===== config.mk =====
export PLATFORM = sky130hd
export DESIGN_NAME = subport_extractor
export DESIGN_NICKNAME = d
export VERILOG_FILES = /design/src/rtl/subport_pkg.sv /design/src/rtl/byte_position_tracker.sv /design/src/rtl/mask_field_gather.sv /design/src/rtl/lane_select_reg.sv /design/src/rtl/subport_extractor.sv
export SDC_FILE = /design/constraint.sdc
export NUM_CORES = 1
export LEC_CHECK = 0
export ABC_AREA = 1
export BUFFER_PORTS_ARGS = -buffer_cell sky130_fd_sc_hd__clkbuf_2
export CORE_MARGIN = 4
export CORE_UTILIZATION = 41
export DETAILED_ROUTE_END_ITERATION = 10
export PLACE_DENSITY_LB_ADDON = 0.05
export SYNTH_ARGS = -nofsm -noshare
export SYNTH_HDL_FRONTEND = slang
export SYNTH_SLANG_ARGS = --single-unit

===== constraint.sdc =====
create_clock -name clk -period 5 [get_ports clk]
set_clock_uncertainty 0.05 [all_clocks]
set_input_delay 0.25 -clock clk [delete_from_list [all_inputs] [get_ports clk]]
set_output_delay 0.25 -clock clk [all_outputs]
set_load 0.01 [all_outputs]

===== src/rtl/subport_pkg.sv =====
`timescale 1ns/1ps
package subport_pkg;
  localparam int SUB_W     = 3;
  localparam int NUM_LANES = 1 << SUB_W;
endpackage


===== src/rtl/byte_position_tracker.sv =====
`timescale 1ns/1ps
module byte_position_tracker #(
  parameter int LOC_W = 6
) (
  input  logic             clk,
  input  logic             rst,
  input  logic             byte_vld,
  input  logic             cell_sop,
  input  logic [LOC_W-1:0] loc_cfg,
  output logic             hit
);
  localparam logic [LOC_W-1:0] IDX_MAX = '1;

  logic [LOC_W-1:0] nxt_idx;
  logic [LOC_W-1:0] cur_idx;
  logic             done;

  assign cur_idx = cell_sop ? '0 : nxt_idx;
  assign hit     = byte_vld && (cur_idx == loc_cfg) && (cell_sop || !done);

  always_ff @(posedge clk) begin
    if (rst) begin
      nxt_idx <= IDX_MAX;
      done    <= 1'b1;
    end else if (byte_vld) begin
      nxt_idx <= (cur_idx == IDX_MAX) ? IDX_MAX : cur_idx + 1'b1;
      done    <= hit | (done & ~cell_sop);
    end
  end
endmodule


===== src/rtl/mask_field_gather.sv =====
`timescale 1ns/1ps
module mask_field_gather
  import subport_pkg::*;
#(
  parameter int DATA_W = 8
) (
  input  logic [DATA_W-1:0] byte_data,
  input  logic [DATA_W-1:0] mask_cfg,
  output logic [SUB_W-1:0]  field,
  output logic              mask_ok
);
  // Walk from the top bit down, shifting each masked bit in at the bottom,
  // so the lowest masked bit lands in field[0].
  always_comb begin
    field = '0;
    for (int i = DATA_W - 1; i >= 0; i--) begin
      if (mask_cfg[i]) field = {field[SUB_W-2:0], byte_data[i]};
    end
  end

  assign mask_ok = ($countones(mask_cfg) == SUB_W);
endmodule


===== src/rtl/lane_select_reg.sv =====
`timescale 1ns/1ps
module lane_select_reg
  import subport_pkg::*;
#(
  parameter int PORT_W = 5
) (
  input  logic                 clk,
  input  logic                 rst,
  input  logic                 load,
  input  logic                 clear,
  input  logic [SUB_W-1:0]     field,
  input  logic [PORT_W-1:0]    port_in,
  output logic [SUB_W-1:0]     sub_id,
  output logic                 sub_vld,
  output logic [NUM_LANES-1:0] lane_sel,
  output logic [PORT_W-1:0]    port_out
);
  logic [NUM_LANES-1:0] lane_dec;

  for (genvar g = 0; g < NUM_LANES; g++) begin : g_dec
    assign lane_dec[g] = (field == g[SUB_W-1:0]);
  end

  always_ff @(posedge clk) begin
    if (rst) begin
      sub_id   <= '0;
      sub_vld  <= 1'b0;
      lane_sel <= '0;
      port_out <= '0;
    end else begin
      sub_vld <= load;
      if (load) begin
        sub_id   <= field;
        port_out <= port_in;
        lane_sel <= lane_dec;
      end else if (clear) begin
        lane_sel <= '0;
      end
    end
  end
endmodule


===== src/rtl/subport_extractor.sv =====
`timescale 1ns/1ps
module subport_extractor
  import subport_pkg::*;
#(
  parameter int DATA_W = 8,
  parameter int LOC_W  = 6,
  parameter int PORT_W = 5
) (
  input  logic                 clk,
  input  logic                 rst,
  input  logic                 atm_mode,
  input  logic [LOC_W-1:0]     loc_cfg,
  input  logic [DATA_W-1:0]    mask_cfg,
  input  logic [PORT_W-1:0]    port_addr,
  input  logic                 byte_vld,
  input  logic                 cell_sop,
  input  logic [DATA_W-1:0]    byte_data,
  output logic [SUB_W-1:0]     sub_id,
  output logic                 sub_vld,
  output logic [NUM_LANES-1:0] lane_sel,
  output logic [PORT_W-1:0]    port_out,
  output logic                 cfg_err
);
  logic             hit;
  logic [SUB_W-1:0] field;
  logic             mask_ok;
  logic             load;
  logic             clear;

  byte_position_tracker #(.LOC_W(LOC_W)) u_track (
    .clk      (clk),
    .rst      (rst),
    .byte_vld (byte_vld),
    .cell_sop (cell_sop),
    .loc_cfg  (loc_cfg),
    .hit      (hit)
  );

  mask_field_gather #(.DATA_W(DATA_W)) u_gather (
    .byte_data (byte_data),
    .mask_cfg  (mask_cfg),
    .field     (field),
    .mask_ok   (mask_ok)
  );

  assign load  = hit && atm_mode && mask_ok;
  assign clear = byte_vld && cell_sop && atm_mode;

  lane_select_reg #(.PORT_W(PORT_W)) u_lane (
    .clk      (clk),
    .rst      (rst),
    .load     (load),
    .clear    (clear),
    .field    (field),
    .port_in  (port_addr),
    .sub_id   (sub_id),
    .sub_vld  (sub_vld),
    .lane_sel (lane_sel),
    .port_out (port_out)
  );

  always_ff @(posedge clk) begin
    if (rst) cfg_err <= 1'b0;
    else     cfg_err <= !mask_ok;
  end
endmodule


==> impl_summary.md <==
Clocking
Buffers added to address setup during post-CTS repair amount to 0. The clock latency on the worst-skew pair is 260 ps. In this run the deepest clock path goes through 2 buffers.

The library cell used as clock root buffer is sky130_fd_sc_hd__clkbuf_8. The total number of clock tree sinks is 25. The CTS tree is done.

The clock buffer count from CTS is 3. The number of hold buffers added after CTS is 0. In this run the number of H-tree levels came out at 1. Clock-pin slew was measured on the worst setup and hold paths at 80 ps.

The post-cts resize count is 0.

Detailed routing
The number of iterations in the first detailed-routing pass is 4. The detail route stage leaves a number of antenna-violating nets equal to 0. After detailed routing, the average wire length per cell comes to 11.5 um. After the first detailed-routing iteration, the DRC count stood at 67. For this run, design rule violations remaining after detail routing come to 0. The routed wire length is 4200 um. The via density per instance is 4.99. Detailed routing inserted a total of 1815 vias.

Place
After legalization and detailed placement, the total HPWL measured 3480 um. Routability-driven placement finished with a final weighted congestion of 0.831. In this run the tool buffered the top-level ports with 49 buffer cells.

Logic synthesis
Sequential elements use 28.0% of the synthesized area. Averaged over all synthesized cells, the footprint is 6.74 sq um. The post-synthesis register bit count is 25. The synthesized instance count is 265. The cell area that synthesis handed to floorplanning was 1790 sq um.

The synthesized netlist contains 32 unique library cells. The number of nets handed over by synthesis was 308. Yosys printed 0 warnings.

Setup path
Data on the critical path is required at its endpoint by 5150 ps. The highest fanout seen on the critical path is 12. Data on the critical path arrives at its endpoint at 3570 ps.

The type of element capturing the critical path is a register. The sort of element at the start of the critical path is an input port. The worst setup path is of the input port to register kind.

STA
Hold is met by 179 ps. Summed over all failing endpoints, the final setup total negative slack is 0 ps. Counting I/O delays and the setup requirement, the final critical path takes 3410 ps.

The worst pin sits at a relative slew slack of 78.4%. The number of max-slew violations in the final report is 0. The share of the clock period used by the worst path is 68.3%. Setup repair after global routing left no endpoint under its margin.

The top achievable clock speed is 293 MHz. The hold violation count in the final report was 0. The final count of negative-setup-slack endpoints is 0. At the pin with the least slew margin, the transition time is 324 ps.

Run status
The flow ran to the end, and the final reports show no timing, DRC or antenna violations.

Cells and area
The number of fill cells in the layout is 446. The core utilization of the finished layout is 51.4%. The most common cell after layout, fill and taps aside is sky130_fd_sc_hd__nand3_1. Compared with the post-synthesis result, the final layout area differs by 18.5%. In the final layout, the share of cells above drive strength 1 is 22.0%.

The number of diodes added for antenna fixing is 0. In the layout the commonest cells are sky130_fd_sc_hd__nand3_1 (57), sky130_fd_sc_hd__clkbuf_2 (49), sky130_fd_sc_hd__nor2_1 (45), sky130_fd_sc_hd__nand2_1 (37), sky130_fd_sc_hd__inv_1 (28). The number of nets in the finished design is 358.

GRT
The number of global-route vias before repair is 1634. The overall fraction of global-route tracks in use is 15.9%. The total overflow left after global routing is 0. The number of antenna violations at the first check in global routing came to 0. The first global-routing pass estimated 6970 um of wire.

The maximum number of pins on one net before global-route repair is 15.

Floorplan
The starting density of the core is 43.4%. The die covers 5480 sq um. The boundary pin count is 50. The region available for standard cell placement spans 4120 sq um. Row generation in the floorplan step produced 23 rows.

The height of the chip is 74.0 um. The die is 74.0 um wide.

Run
Max-cap violations in this run came to 0.

Worst hold path
The path class of the tightest hold or removal check is input port to register.

Pwr
The worst-case IR drop observed on VDD is 0.218 mV. The static leakage power is 1.06 nW. For this design the ratio of total power to cell area is 217 nW/um^2.
-- registers in the layout, indices dropped and copies added, names as in the netlist --
register,count
cfg_err,1
u_lane.lane_sel,8
u_lane.port_out,5
u_lane.sub_id,3
u_lane.sub_vld,1
u_track.done,1
u_track.nxt_idx,6
-- worst paths after layout --
path / start / endpoint / slack (ps) / cells after the start
worst max-delay path: mask_cfg[4] / u_lane.lane_sel[0]$_SDFFE_PP0P_ / 1590 / 16
worst min-delay path: port_addr[0] / u_lane.port_out[0]$_SDFFE_PP0P_ / 180 / 3
worst max register to register: u_track.nxt_idx[4]$_SDFFE_PP1P_ / u_lane.lane_sel[0]$_SDFFE_PP0P_ / 3040 / 10
worst min register to register: u_lane.port_out[3]$_SDFFE_PP0P_ / u_lane.port_out[3]$_SDFFE_PP0P_ / 440 / 2
-- area by class of cell --
cell class,count,area [sq um],area share (%)
timing repair buffer,49,245,11.6
inverter,31,116,5.50
sequential,25,500,23.6
multi-input combinational,205,1150,54.2
tap,50,62.6,2.96
clock buffer,4,45.0,2.13
-- cells in the mapped netlist, drive strengths merged --
cell    number  share of area, %
o21ai       16               4.5
nand2       39               8.8
xor2         1              0.49
ha           7               4.9
a31oi        1              0.35
o22ai        3               1.1
clkbuf       3              0.63
and3         1              0.35
a21oi        8               2.7
xnor2        3               1.9
o2111a       1              0.63
or2          7               2.5
nand4        3               1.9
nor2        45               9.5
nor3         6               2.3
fa           4               4.5
nand3       59                18
buf          1              0.63
o211a        1              0.56
dfxtp       25                28
inv         31               6.5
-- power by group --
part	total, mW	switching [mW]	leakage (nW)	internal [mW]
clock network	0.117	0.0601	0.0228	0.0569
registers	0.210	0.00441	0.204	0.206
logic	0.134	0.0808	0.836	0.0527
-- metal layers --
metal	GRT usage (%)	vias up	part of all wire [%]
li1	-	977	-
met1	22.1	798	49
met2	25.6	36	45
met3	2.97	4	4.8
met4	3.62	0	0.83
met5	0	-	0
-- critical path, stage by stage --
cell and delay [ps]:
sky130_fd_sc_hd__clkbuf_2 140, sky130_fd_sc_hd__ha_1 290, sky130_fd_sc_hd__inv_1 50, sky130_fd_sc_hd__fa_1 380, sky130_fd_sc_hd__inv_1 80, sky130_fd_sc_hd__fa_1 420
sky130_fd_sc_hd__ha_1 220, sky130_fd_sc_hd__fa_1 440, sky130_fd_sc_hd__nor3_1 230, sky130_fd_sc_hd__and3_1 240, sky130_fd_sc_hd__nand4_4 180, sky130_fd_sc_hd__inv_2 250
sky130_fd_sc_hd__nand3_4 130, sky130_fd_sc_hd__nor2_1 120, sky130_fd_sc_hd__nor2_1 50, sky130_fd_sc_hd__nor2_1 80
-- metrics by stage --
step	std cells	cell area (sq um)	power, mW	worst slack (ps)
final	364	2120	0.460	1590
after floorplan	265	1790	0.308	1810
after global placement	360	2070	0.348	1340
after detailed placement	360	2070	0.349	1300
after global routing	364	2120	0.493	1400
after CTS	364	2120	0.468	1560
-- kinds of logic (layout without fill, tap and decap cells) --
kind of cell             Yosys count  after routing  share of synthesized area [%]
flip-flops                        25             25                           28.0
adder cells (fa/ha/maj)           11             11                           9.38
AND/OR/NAND/NOR                  160            160                           42.7
XOR/XNOR                           4              4                           2.38
AO/OA/AOI/OAI                     30             30                           9.73
buffers and inverters             35             84                           7.77
Power figures use the tool's default switching activity.
